File: src/rtl/lp_tpg_pkg.sv
package lp_tpg_pkg;

    localparam int unsigned TPG_MAXW = 32;
    localparam int unsigned TPG_W_DEF = 8;

    // control word handed from the top to the output stage
    typedef struct packed {
        logic step;        // enabled edge: produce a new vector
        logic sweep_start; // counter reads zero on this edge
        logic seed_adv;    // seed register steps on this edge
    } tpg_ctl_t;

    typedef enum logic [1:0] {
        PH_HOLD  = 2'd0,
        PH_START = 2'd1,
        PH_SWEEP = 2'd2
    } tpg_phase_e;

    function automatic logic [TPG_MAXW-1:0] bin_to_gray(input logic [TPG_MAXW-1:0] b);
        return b ^ (b >> 1);
    endfunction

    function automatic tpg_phase_e phase_of(input tpg_ctl_t c);
        if (!c.step) return PH_HOLD;
        if (c.sweep_start) return PH_START;
        return PH_SWEEP;
    endfunction

endpackage

File: src/rtl/tpg_bin_counter.sv
module tpg_bin_counter #(
    parameter int unsigned W = lp_tpg_pkg::TPG_W_DEF
) (
    input  logic         clk,
    input  logic         rst,
    input  logic         step_i,
    output logic [W-1:0] cnt_o,
    output logic         zero_o
);
    logic [W-1:0] cnt_q;

    always_ff @(posedge clk) begin
        if (rst) cnt_q <= '0;
        else if (step_i) cnt_q <= cnt_q + 1'b1;
    end

    assign cnt_o  = cnt_q;
    assign zero_o = ~|cnt_q;


    cnt_step_chk: assert property (@(posedge clk) disable iff (rst)
        step_i |=> cnt_q == W'($past(cnt_q) + 1'b1));

    cnt_hold_chk: assert property (@(posedge clk) disable iff (rst)
        !step_i |=> $stable(cnt_q));
endmodule

File: src/rtl/tpg_seed_lfsr.sv
module tpg_seed_lfsr #(
    parameter int unsigned   W    = lp_tpg_pkg::TPG_W_DEF,
    parameter logic [W-1:0]  TAPS = W'(8'hB8),
    parameter logic [W-1:0]  SEED = W'(8'h01)
) (
    input  logic         clk,
    input  logic         rst,
    input  logic         adv_i,
    output logic [W-1:0] seed_o,
    output logic [W-1:0] seed_next_o
);
    logic [W-1:0] seed_q;
    logic [W-1:0] tapped;
    logic [W:0]   par_chain;
    logic         fb;

    assign tapped = seed_q & TAPS;
    assign par_chain[0] = 1'b0;

    generate
        for (genvar i = 0; i < W; i++) begin : g_par
            assign par_chain[i+1] = par_chain[i] ^ tapped[i];
        end
    endgenerate

    assign fb          = par_chain[W];
    assign seed_next_o = adv_i ? {seed_q[W-2:0], fb} : seed_q;

    always_ff @(posedge clk) begin
        if (rst) seed_q <= SEED;
        else seed_q <= seed_next_o;
    end

    assign seed_o = seed_q;


    seed_nonzero_chk: assert property (@(posedge clk) disable iff (rst)
        seed_q != '0);

    seed_hold_chk: assert property (@(posedge clk) disable iff (rst)
        !adv_i |=> $stable(seed_q));

    seed_shift_chk: assert property (@(posedge clk) disable iff (rst)
        adv_i |=> seed_q[W-1:1] == $past(seed_q[W-2:0]));
endmodule

File: src/rtl/tpg_xor_stage.sv
module tpg_xor_stage #(
    parameter int unsigned W = lp_tpg_pkg::TPG_W_DEF
) (
    input  logic                  clk,
    input  logic                  rst,
    input  lp_tpg_pkg::tpg_ctl_t  ctl_i,
    input  logic [W-1:0]          cnt_i,
    input  logic [W-1:0]          seed_i,
    output logic [W-1:0]          pat_o,
    output logic                  valid_o
);
    import lp_tpg_pkg::*;

    logic [TPG_MAXW-1:0] gray_wide;
    logic [W-1:0]        gray;
    logic [W-1:0]        pat_q;
    logic                valid_q;
    tpg_phase_e          phase;

    assign gray_wide = bin_to_gray(TPG_MAXW'(cnt_i));
    assign gray      = gray_wide[W-1:0];
    assign phase     = phase_of(ctl_i);

    always_ff @(posedge clk) begin
        if (rst) begin
            pat_q   <= '0;
            valid_q <= 1'b0;
        end else begin
            valid_q <= (phase != PH_HOLD);
            if (phase != PH_HOLD) pat_q <= seed_i ^ gray;
        end
    end

    assign pat_o   = pat_q;
    assign valid_o = valid_q;


    one_bit_step_chk: assert property (@(posedge clk) disable iff (rst)
        (phase == PH_SWEEP) |=> $countones(pat_q ^ $past(pat_q)) == 1);

    pat_hold_chk: assert property (@(posedge clk) disable iff (rst)
        (phase == PH_HOLD) |=> $stable(pat_q));
endmodule

File: src/rtl/lowpower_pattern_gen.sv
module lowpower_pattern_gen #(
    parameter int unsigned  WIDTH = lp_tpg_pkg::TPG_W_DEF,
    parameter logic [WIDTH-1:0] TAPS = WIDTH'(8'hB8),
    parameter logic [WIDTH-1:0] SEED = WIDTH'(8'h01)
) (
    input  logic             clk,
    input  logic             rst,
    input  logic             en,
    output logic [WIDTH-1:0] pattern_o,
    output logic             valid_o
);
    import lp_tpg_pkg::*;

    logic [WIDTH-1:0] cnt;
    logic             cnt_zero;
    logic [WIDTH-1:0] seed_now;
    logic [WIDTH-1:0] seed_eff;
    tpg_ctl_t         ctl;

    assign ctl.step        = en;
    assign ctl.sweep_start = cnt_zero;
    assign ctl.seed_adv    = en & cnt_zero;

    tpg_bin_counter #(.W(WIDTH)) i_cnt (
        .clk    (clk),
        .rst    (rst),
        .step_i (ctl.step),
        .cnt_o  (cnt),
        .zero_o (cnt_zero)
    );

    tpg_seed_lfsr #(.W(WIDTH), .TAPS(TAPS), .SEED(SEED)) i_lfsr (
        .clk         (clk),
        .rst         (rst),
        .adv_i       (ctl.seed_adv),
        .seed_o      (seed_now),
        .seed_next_o (seed_eff)
    );

    tpg_xor_stage #(.W(WIDTH)) i_mix (
        .clk     (clk),
        .rst     (rst),
        .ctl_i   (ctl),
        .cnt_i   (cnt),
        .seed_i  (seed_eff),
        .pat_o   (pattern_o),
        .valid_o (valid_o)
    );


    valid_follow_chk: assert property (@(posedge clk) disable iff (rst)
        en |=> valid_o);

    valid_drop_chk: assert property (@(posedge clk) disable iff (rst)
        !en |=> !valid_o);

    sweep_first_nonzero_chk: assert property (@(posedge clk) disable iff (rst)
        (en && cnt_zero) |=> pattern_o == seed_now);
endmodule

File: config.mk
export PLATFORM = sky130hd
export DESIGN_NAME = lowpower_pattern_gen
export DESIGN_NICKNAME = d
export VERILOG_FILES = /design/src/rtl/lp_tpg_pkg.sv /design/src/rtl/tpg_bin_counter.sv /design/src/rtl/tpg_seed_lfsr.sv /design/src/rtl/tpg_xor_stage.sv /design/src/rtl/lowpower_pattern_gen.sv
export SDC_FILE = /design/constraint.sdc
export NUM_CORES = 1
export LEC_CHECK = 0
export BUFFER_PORTS_ARGS = -buffer_cell sky130_fd_sc_hd__clkbuf_2
export CAP_MARGIN = 5
export CORE_MARGIN = 8
export CORE_UTILIZATION = 60
export CTS_CLUSTER_SIZE = 10
export DETAILED_ROUTE_END_ITERATION = 7
export GPL_ROUTABILITY_DRIVEN = 1
export HOLD_SLACK_MARGIN = 0.05
export PLACE_DENSITY_LB_ADDON = 0.3
export SYNTH_ARGS = -nofsm -noshare
export SYNTH_HDL_FRONTEND = slang
export SYNTH_SLANG_ARGS = --single-unit
File: constraint.sdc
create_clock -name clk -period 2.6 [get_ports clk]
set_input_delay 0.39 -clock clk [delete_from_list [all_inputs] [get_ports clk]]
set_output_delay 0.39 -clock clk [all_outputs]
set_load 0.01 [all_outputs]
* Yosys cells after proc, flatten, opt, wreduce, memory -nomap -nowiden
Index checks and enable logic that the tools add are counted.
Cells by class: add/sub/neg operators 1, multiplexer cells 7, bitwise logic cells 6, reductions and logical operators 3
Operators by type and width (number):
- 8-bit by 1-bit adder with 8-bit output, second input constant | 1
- 2-bit two-way mux | 4
- 8-bit two-way mux | 1
- 8-bit OR reduction | 1
- 8-bit by 7-bit bitwise XOR with 8-bit output | 1
- 8-bit bitwise XOR | 1
- 1-bit bitwise XOR | 3
- 1-bit two-way mux | 2
- 2-bit nonzero test | 1
- 1-bit AND | 1
- 1-bit zero test | 1
Storage, ports and cells: register bits after elaboration 25, input port bits 3, logic and storage cells 21

* Depth between registers and ports, before layout
Gate-level depths: netlist of run 1.
depth in word-level cells 6, mapped depth 8, depth with buffers taken out 6

* By module
From an unflattened synthesis of run 1, not the netlist that was laid out.
Second synthesis, totals: cell total of the unflattened synthesis 110, area, all modules 1232.4 um^2
Modules (own cells, without submodules):
- tpg_xor_stage | instances 1, cells an instance 36, area each 484.2 um^2
- tpg_bin_counter | instances 1, cells an instance 42, area each 372.9 um^2
- tpg_seed_lfsr | instances 1, cells an instance 31, area each 369.1 um^2
- lowpower_pattern_gen | instances 1, cells an instance 1, area each 6.3 um^2

* Worst setup path before layout of run 1
No wires, ideal clock.
path type reg2reg, start reg i_cnt.cnt_q[7], in the netlist i_cnt.cnt_o[7], end reg i_mix.pat_q[0], in the netlist i_mix.pat_o[0], setup time 0.127 ns, data arrival time 1.375 ns, required time 2.473 ns, path slack 1.097 ns, stages on the path, launching flop included 9, path buffers 2, clock period less this slack 1.503 ns, path through dfxtp_1 > inv_1 > ha_1 > nand2_1 > or2_1 > clkbuf_2 > buf_2 > nor3_1 > nor3_1
On the way: word-level cells in the longest chain between the ends 6
RTL lines:
- start, declared | line tpg_bin_counter.sv:10 | logic [W-1:0] cnt_q;
- start signal, assigned | line tpg_bin_counter.sv:14 | else if (step_i) cnt_q <= cnt_q + 1'b1;
- 8-bit OR reduction (*) | line tpg_bin_counter.sv:18 | assign zero_o = ~|cnt_q;
- 1-bit two-way mux (2 in series) | line lp_tpg_pkg.sv:25 | if (c.sweep_start) return PH_START;
- 2-bit two-way mux | line lp_tpg_pkg.sv:26 | return PH_SWEEP;
- 2-bit two-way mux | line lp_tpg_pkg.sv:25
- 2-bit nonzero test | line tpg_xor_stage.sv:30 | if (phase != PH_HOLD) pat_q <= seed_i ^ gray;
- end signal, assigned | line tpg_xor_stage.sv:30
- end, declared | line tpg_xor_stage.sv:16 | logic [W-1:0] pat_q;
Every way passes the cells marked *; elsewhere a longest branch is shown, timed or not. The select of a mux whose other input is x is not followed. A chain may end at the register's enable or synchronous reset.

* Worst setup path in the final report of run 1
start reg i_cnt.cnt_q[7], in the netlist i_cnt.cnt_o[7], end reg i_mix.pat_q[6], in the netlist i_mix.pat_o[6]
On the way: word-level cells in the longest chain between the ends 6
RTL lines (line):
- 8-bit OR reduction | tpg_bin_counter.sv:18
- 1-bit two-way mux (2 in series) | lp_tpg_pkg.sv:25
- 2-bit two-way mux | lp_tpg_pkg.sv:26
- 2-bit two-way mux | lp_tpg_pkg.sv:25
- 2-bit nonzero test | tpg_xor_stage.sv:30
Parallel ways exist; a longest one is shown, timed or not. The select of a mux whose other input is x is not followed.

==> results of run 1 <==
==> worst max-delay path, delay by kind of cell, from the launching register on <==
family / cells / cell delay (ns)
DFF: 1 / 0.37
and+or+nand+nor: 3 / 0.91
buffers and inverters: 1 / 0.13
AOI/OAI and AO/OA: 1 / 0.09
adders and majority gates: 1 / 0.17
==> sequential cells by signal, summed over array words and instances (netlist names) <==
name           flops
i_cnt.cnt_o        8
i_lfsr.seed_o      8
i_mix.pat_o        8
i_mix.valid_o      1
==> metrics by stage <==
| step | worst slack (ns) | total power [uW] | instances | instance area [sq um] |
|---|---|---|---|---|
| 2_1_floorplan | 1.097 | 525.8 | 173 | 1384 |
| 3_3_place_gp | 0.9252 | 549.4 | 202 | 1426 |
| 3_5_place_dp | 0.8828 | 555.6 | 202 | 1426 |
| 4_1_cts | 0.8462 | 731.7 | 206 | 1456 |
| 5_1_grt | 0.6696 | 770.3 | 206 | 1456 |
| 6_report | 0.8405 | 722.8 | 206 | 1456 |
==> metal layers <==
| metal | up-vias | routed length [um] |
|---|---|---|
| met4 | 0 | 16 |
| met5 | - | 0 |
| met1 | 525 | 1248 |
| met3 | 2 | 91 |
| li1 | 604 | - |
| met2 | 14 | 1392 |
==> report_power, final <==
group	internal, uW	switching [uW]	total (uW)	leakage (uW)
registers	404	15.8	420	0.000204
clock network	58.7	118	176	0.0000139
logic	51.2	75.6	127	0.000370
==> layout by cell type, fill, tap and decap left out, types with 2 or more instances in the layout <==
| master | instances |
|---|---|
| inv_1 | 8 |
| dfxtp_1 | 25 |
| xnor2_1 | 9 |
| nor3_1 | 2 |
| ha_1 | 10 |
| nor2_1 | 19 |
| a21oi_1 | 21 |
| nand2_1 | 17 |
| nor4_1 | 7 |
| and3_1 | 2 |
| or3b_2 | 12 |
| clkbuf_2 | 11 |
| nand3_1 | 17 |
| nand3b_1 | 2 |
| clkbuf_4 | 3 |
==> logic make-up (layout without fill, tap and decap cells) <==
logic type,after synthesis,in the layout,share of synthesized area [%]
buffers and inverters,19,24,6.148
multiplexers,1,1,0.7234
adder cells (fa/ha/maj),10,10,9.042
AO/OA/AOI/OAI,24,24,9.132
flip-flops,25,25,36.17
AND/OR/NAND/NOR,84,84,32.46
XOR/XNOR,10,10,6.330
==> cell type report <==
cell class | count | area [sq um] | share of cell area, %
sequential | 25 | 500.5 | 34.36
multi-input combinational | 129 | 798.3 | 54.81
clock inverter | 1 | 7.507 | 0.5155
clock buffer | 3 | 22.52 | 1.546
inverter | 8 | 30.03 | 2.062
tap | 28 | 35.03 | 2.405
timing repair buffer | 12 | 62.56 | 4.296
==> how the worst max path moves through the flow <==
stage,startpoint,endpoint,slack (ns),cells after the start
3_3_place_gp,i_cnt.cnt_o[0]$_SDFFE_PP0P_,i_mix.pat_o[6]$_SDFFE_PP0P_,0.93,6
4_1_cts,i_cnt.cnt_o[7]$_SDFFE_PP0P_,i_mix.pat_o[6]$_SDFFE_PP0P_,0.85,6
2_1_floorplan,i_cnt.cnt_o[7]$_SDFFE_PP0P_,i_mix.pat_o[0]$_SDFFE_PP0P_,1.10,8
6_report,i_cnt.cnt_o[7]$_SDFFE_PP0P_,i_mix.pat_o[6]$_SDFFE_PP0P_,0.84,6
5_1_grt,i_cnt.cnt_o[7]$_SDFFE_PP0P_,i_mix.pat_o[2]$_SDFFE_PP0P_,0.67,6
3_5_place_dp,i_cnt.cnt_o[7]$_SDFFE_PP0P_,i_mix.pat_o[6]$_SDFFE_PP0P_,0.88,6
==> impl_metrics.json, run 1 <==
{
  "clock.fmax_mhz": 568.3,
  "path_max_fanout": 17,
  "ff2ff_path_depth": 6,
  "cts_buffer_depth": 2,
  "grt_pass1_vias": 1129,
  "cts.reportedPaths.clkPinSlew_ns": 0.15,
  "cp.required_ns": 2.82,
  "grt_start_max_net_pins": 47,
  "cts_tree": "built",
  "yosysSeqAreaShare_pct": 36.17,
  "clk_latency_ns": 0.32,
  "dpl.hpwl_mm": 1.972,
  "leakage_uw": 0.0005882,
  "clkSinkCount": 25,
  "vias_per_cell": 5.558,
  "wl_mm": 2.747,
  "cts_resized": 0,
  "drc": 0,
  "ys_types": 28,
  "yosys.area.top_type": "dfxtp_1",
  "yosysMostFrequentCell": "dfxtp_1",
  "setup_viol": 0,
  "gp_congestion": 0.7888,
  "rsz0062_at_grt": "no",
  "drt_iter0_markers": 50,
  "ys_ff_latch": 25,
  "synth_top_area_share_pct": 36.17,
  "port_buffers": 11,
  "yosys-top-cells-count": "dfxtp_1 (25), a21oi_1 (21), nor2_1 (19)",
  "numCtsBuffers": 3,
  "arrival_ns": 1.98,
  "initial_utilization_pct": 63.16,
  "synth_area_sq_um": 1384,
  "min_period_over_period_pct": 67.67,
  "critPathCaptureType": "flip-flop",
  "fin_skew_ns": 0.01348,
  "hold_viol": 0,
  "grt_overflow": 0,
  "wl_per_cell_um": 13.33,
  "h-tree-depth": 1,
  "use_met1_pct": 15.50,
  "ios": 12,
  "postCtsHoldBufs": 0,
  "hold_slack_ns": 0.4871,
  "reg2reg_to": "i_mix.pat_o[6]$_SDFFE_PP0P_",
  "max_stage_delay_ns": 0.52,
  "synth_flop_cell": "dfxtp_1",
  "holdCritPathClass": "reg -> reg",
  "placementRows": 17,
  "run_status": "finished, final reports clean",
  "syn_area_per_cell_sq_um": 7.999,
  "coreArea_sq_um": 2191,
  "ir_drop_mv": 0.3582,
  "grt_pass1_wl_mm": 4.698,
  "critical-path-slowest-cell": "nor2_2",
  "vias": 1145,
  "syn-instance-count": 173,
  "dieArea_sq_um": 4099,
  "antenna_found_initial": 0,
  "fin_crit_ns": 1.760,
  "r2r_start": "i_cnt.cnt_o[7]$_SDFFE_PP0P_",
  "critical_path_class": "reg -> reg",
  "r2r_setup_slack_ns": 0.84,
  "hold_end": "i_mix.pat_o[4]$_SDFFE_PP0P_",
  "cp-start-kind": "flip-flop",
  "tns_ns": 0,
  "fp.dieW_um": 64.03,
  "worstHoldStart": "i_mix.pat_o[4]$_SDFFE_PP0P_",
  "synthesis.nets": 186,
  "track_usage_pct": 13.80,
  "n_antenna_cell": 0,
  "grt.busiest_layer": "met2",
  "drive_above_1_share_pct": 16.85,
  "hold_depth": 2,
  "maxCapViolCount": 0,
  "power.density_nw_per_um2": 496.3,
  "slew_headroom_pct": 58.41,
  "slew_viol_final": 0,
  "area_growth_pct": 5.244,
  "ant_nets": 0,
  "firstDrtPassIters": 4,
  "yosys_warnings": 0,
  "final_nets": 192,
  "crit_chain": "inv_1 > ha_1 > nand2_1 > nor2_2 > a21oi_1 > nor4_1",
  "fin_util_pct": 66.48,
  "worstMarginPinSlew_ns": 0.6232,
  "nFillCells": 188,
  "grtUsageMet3_pct": 2.962,
  "ys_async_sr_fraction_pct": 0,
  "die_y_um": 64.03,
  "grtUsageMet2_pct": 24.84,
  "synth_area_leaders": "dfxtp_1 (36%), ha_1 (9.0%), a21oi_1 (7.6%)",
  "post_cts_buffers": 0,
  "synth-edff-count": 0,
  "cts_root_buf": "clkbuf_4"
}
(Power assumes the default switching activity.)
==> inputs of run 2 (changes only) <==
- CORE_UTILIZATION: 60 -> 58
- clock period: 2.6 -> 1.8 ns (I/O delays scaled with it)
==> run 2 against run 1 <==
Largest cell class unchanged; clock-buffer cell count rose by 1; worst setup slack worse by 0.63 ns; highest routed layer unchanged; clock skew shrank 0.0030 ns; fmax increased by 11%; via count grew 4.9%; combinational power up 61%; worst hold slack worse by 0.20 ns; design area up 2.8%; flip-flop and latch count is the same; sequential power rose by 44%; critical endpoint is now i_mix.pat_o[2]$_SDFFE_PP0P_.
==> impl_metrics.json, run 2 (synthesized netlist as in run 1, its figures left out) <==
{
  "cts_tree": "built",
  "die_y_um": 64.85,
  "post_cts_buffers": 0,
  "antenna_found_initial": 0,
  "h-tree-depth": 1,
  "hold_viol": 0,
  "port_buffers": 11,
  "cts.reportedPaths.clkPinSlew_ns": 0.12,
  "path_max_fanout": 4,
  "leakage_uw": 0.0006181,
  "fp.dieW_um": 64.85,
  "clock.fmax_mhz": 629.7,
  "dieArea_sq_um": 4205,
  "critPathCaptureType": "flip-flop",
  "area_growth_pct": 8.228,
  "ios": 12,
  "r2r_setup_slack_ns": 0.21,
  "fin_util_pct": 67.06,
  "holdCritPathClass": "in -> reg",
  "fin_crit_ns": 1.588,
  "n_antenna_cell": 0,
  "grt_overflow": 0,
  "vias": 1201,
  "cts_buffer_depth": 2,
  "critical_path_class": "reg -> reg",
  "ant_nets": 0,
  "track_usage_pct": 13.74,
  "wl_mm": 2.729,
  "dpl.hpwl_mm": 2.071,
  "fin_skew_ns": 0.01052,
  "nFillCells": 198,
  "grt_pass1_wl_mm": 4.712,
  "cts_resized": 0,
  "maxCapViolCount": 0,
  "rsz0062_at_grt": "no",
  "worstMarginPinSlew_ns": 0.5159,
  "cp-start-kind": "flip-flop",
  "ir_drop_mv": 0.4699,
  "clk_latency_ns": 0.32,
  "numCtsBuffers": 3,
  "drive_above_1_share_pct": 19.02,
  "placementRows": 17,
  "cp.required_ns": 1.99,
  "clkSinkCount": 25,
  "run_status": "finished, final reports clean",
  "drc": 0,
  "arrival_ns": 1.78,
  "slew_viol_final": 0,
  "postCtsHoldBufs": 0,
  "wl_per_cell_um": 12.87,
  "final_common_cell": "dfxtp_1",
  "initial_utilization_pct": 61.96,
  "coreArea_sq_um": 2233,
  "gp_congestion": 0.7713,
  "grt_pass1_vias": 1143,
  "tns_ns": 0,
  "grt_start_max_net_pins": 26,
  "final_nets": 198,
  "min_period_over_period_pct": 88.23,
  "slew_headroom_pct": 65.61,
  "setup_viol": 0,
  "vias_per_cell": 5.665,
  "drt_iter0_markers": 43,
  "power.density_nw_per_um2": 708.3,
  "most-common-layout-cells": "dfxtp_1 (25), a21oi_1 (21), nor2_1 (19)",
  "cts_root_buf": "clkbuf_4",
  "firstDrtPassIters": 4
}
## run 2: changes by cell type in the layout (fill, tap and decap cells not counted), sizes merged
cell,before,now
clkinvlp,1,0
clkbuf,14,15
buf,1,7
## run 2: final timing paths
path	startpoint	end	depth (start not counted)
worst max-delay path	i_cnt.cnt_o[2]$_SDFFE_PP0P_	i_mix.pat_o[2]$_SDFFE_PP0P_	5
worst min-delay path	en	i_cnt.cnt_o[0]$_SDFFE_PP0P_	3
worst max register to register	i_cnt.cnt_o[2]$_SDFFE_PP0P_	i_mix.pat_o[2]$_SDFFE_PP0P_	5
worst min register to register	i_mix.pat_o[2]$_SDFFE_PP0P_	i_mix.pat_o[2]$_SDFFE_PP0P_	2
## run 2: per-stage QoR
stage	hold slack (ns)	setup slack [ns]	cell area, sq um	cells	power, uW
after global routing	0.2880	0.1270	1498	212	1116
after floorplan	0.4683	0.2972	1384	173	759.5
after global placement	0.4612	0.2724	1471	208	813.6
after detailed placement	0.4700	0.2396	1471	208	825.3
final	0.2848	0.2119	1498	212	1061
after CTS	0.2757	0.2178	1498	212	1077
## run 2: cell type report
cell class / count / area [sq um] / area share (%)
tap: 28 / 35.03 / 2.339
multi-input combinational: 129 / 798.3 / 53.30
timing repair buffer: 18 / 107.6 / 7.185
sequential: 25 / 500.5 / 33.42
inverter: 8 / 30.03 / 2.005
clock buffer: 4 / 26.28 / 1.754
## run 2: routing by layer
metal | share of wire (%) | track usage [%] | routed length [um]
met1 | 46 | 15.03 | 1242
met2 | 50 | 24.72 | 1352
met3 | 2.8 | 2.577 | 77
met4 | 2.1 | 6.812 | 57
met5 | 0 | 0 | 0
## run 2: where the power goes
group | switching, uW | internal [uW]
clock network | 164 | 86.9
logic | 114 | 89.8
registers | 23.2 | 583
## run 2: worst max-delay path, stage by stage, from the launching register on
cell and delay (ns):
dfxtp_1 0.39, inv_1 0.08, ha_1 0.34, or3b_2 0.45
a21oi_1 0.14, nor4_1 0.07
==> inputs of run 3 (changes only) <==
- RECOVER_POWER: not set -> 100
==> run 3 against run 2 <==
Clock skew fell by 0.00099 ns; routed wire length rose by 0.40%; design area fell by 1.2%; register-to-register slack got worse by 0.02 ns; combinational power fell by 4%; worst setup slack got worse by 0.018 ns; sequential share of layout area rose by 0.40 points; worst hold slack barely moved; non-clock buffer count did not move; first-iteration DRC count fell by 2.3%; die area did not move; clock-buffer cell count did not move; critical endpoint unchanged; largest cell class unchanged.
==> impl_metrics.json, run 3 (synthesized netlist as in run 1, its figures left out) <==
{
  "final_common_cell": "dfxtp_1",
  "maxCapViolCount": 0,
  "grt.busiest_layer": "met2",
  "dieArea_sq_um": 4205,
  "holdCritPathClass": "in -> reg",
  "multi_input_area_sq_um": 798.3,
  "tns_ns": 0,
  "rsz0062_at_grt": "no",
  "ios": 12,
  "ant_nets": 0,
  "arrival_ns": 1.77,
  "path_max_fanout": 4,
  "drc": 0,
  "area_growth_pct": 6.962,
  "track_usage_pct": 13.74,
  "power.density_nw_per_um2": 710.9,
  "port_buffers": 11,
  "power.internal_uw": 751.9,
  "final_cells": 212,
  "fin_ws_ns": 0.1940,
  "leakage_uw": 0.0005844,
  "ir_drop_mv": 0.4703,
  "wl_per_cell_um": 12.92,
  "grt_pass1_wl_mm": 4.712,
  "worstMarginPinSlew_ns": 1.082,
  "drt_iter0_markers": 42,
  "numCtsBuffers": 3,
  "setup_viol": 0,
  "n_antenna_cell": 0,
  "cp-start-kind": "flip-flop",
  "clkSinkCount": 25,
  "critical_path_class": "reg -> reg",
  "slew_viol_final": 0,
  "coreArea_sq_um": 2233,
  "gp_congestion": 0.7713,
  "pwr-share-clk_pct": 23.8,
  "cts_buffer_depth": 2,
  "nFillCells": 206,
  "cts.reportedPaths.clkPinSlew_ns": 0.12,
  "most-common-layout-cells": "dfxtp_1 (25), a21oi_1 (21), nor2_1 (19)",
  "cts_tree": "built",
  "cts_root_buf": "clkbuf_4",
  "place_ws_ns": 0.2396,
  "use_met1_pct": 15.03,
  "final_nets": 198,
  "wl_mm": 2.740,
  "vias_per_cell": 5.693,
  "fin_crit_ns": 1.606,
  "post_cts_buffers": 0,
  "grt_overflow": 0,
  "final_cell_area_sq_um": 1480,
  "postCtsHoldBufs": 0,
  "grtUsageMet2_pct": 24.72,
  "slew_headroom_pct": 27.84,
  "grt_start_max_net_pins": 26,
  "clk_latency_ns": 0.32,
  "swShare_pct": 28.55,
  "antenna_found_initial": 0,
  "firstDrtPassIters": 4,
  "placementRows": 17,
  "dpl.hpwl_mm": 2.071,
  "run_status": "finished, final reports clean",
  "place_area_sq_um": 1471,
  "h-tree-depth": 1,
  "vias": 1207,
  "fp.dieW_um": 64.85,
  "hold_viol": 0,
  "cts_resized": 0,
  "drive_above_1_share_pct": 13.59,
  "critPathCaptureType": "flip-flop",
  "switching_power_uw": 300.5,
  "hold_slack_ns": 0.2846,
  "die_y_um": 64.85,
  "min_period_over_period_pct": 89.22,
  "fin_skew_ns": 0.009533,
  "regArea_sq_um": 500.5,
  "initial_utilization_pct": 61.96,
  "comb_power_share_pct": 18.6,
  "dp.cells": 208,
  "grtUsageMet3_pct": 2.577,
  "clock.fmax_mhz": 622.7,
  "pwr-share-seq_pct": 57.6,
  "cp.required_ns": 1.97,
  "grt_pass1_vias": 1143
}
==> run 3: changes by cell type in the layout (fill, tap and decap cells not counted), sizes merged <==
cell	change
buf	-2
clkbuf	+2
==> run 3: layout make-up <==
| class | instances | area share, % |
|---|---|---|
| multi-input cells | 129 | 53.93 |
| flip-flops and latches | 25 | 33.81 |
| repair buffers | 18 | 6.086 |
| well taps | 28 | 2.367 |
| inverters | 8 | 2.029 |
| clock buffers | 4 | 1.775 |
==> run 3: power groups by stage <==
stage | clock network [uW] | registers [uW] | logic, uW
final | 250 | 606 | 196
after global routing | 276 | 612 | 220
after CTS | 264 | 607 | 206
after detailed placement | 0 | 619 | 206
after global placement | 0 | 618 | 196
after floorplan | 0 | 623 | 136
==> run 3: through the flow <==
| step | utilization, % | total power (uW) |
|---|---|---|
| final | 66.27 | 1052 |
| after global routing | 66.27 | 1107 |
| after CTS | 67.06 | 1077 |
| after detailed placement | 65.88 | 825.3 |
| after global placement | 65.88 | 813.6 |
| after floorplan | - | 759.5 |
==> run 3: final timing paths <==
kind,cells after the start,endpoint,slack (ns),start
worst max-delay path,5,i_mix.pat_o[2]$_SDFFE_PP0P_,0.19,i_cnt.cnt_o[2]$_SDFFE_PP0P_
worst min-delay path,3,i_cnt.cnt_o[0]$_SDFFE_PP0P_,0.28,en
worst max register to register,5,i_mix.pat_o[2]$_SDFFE_PP0P_,0.19,i_cnt.cnt_o[2]$_SDFFE_PP0P_
worst min register to register,2,i_mix.pat_o[2]$_SDFFE_PP0P_,0.49,i_mix.pat_o[2]$_SDFFE_PP0P_
==> run 3: worst max-delay path, stage by stage, from the launching register on <==
cell	delay [ns]
dfxtp_1	0.39
inv_1	0.08
ha_1	0.33
or3b_2	0.44
a21oi_1	0.14
nor4_1	0.07
==> run 3: layer usage <==
layer | share of wire (%) | wire (um)
met4 | 2.1 | 57
met1 | 45 | 1242
met3 | 2.9 | 80
met2 | 50 | 1359
met5 | 0 | 0
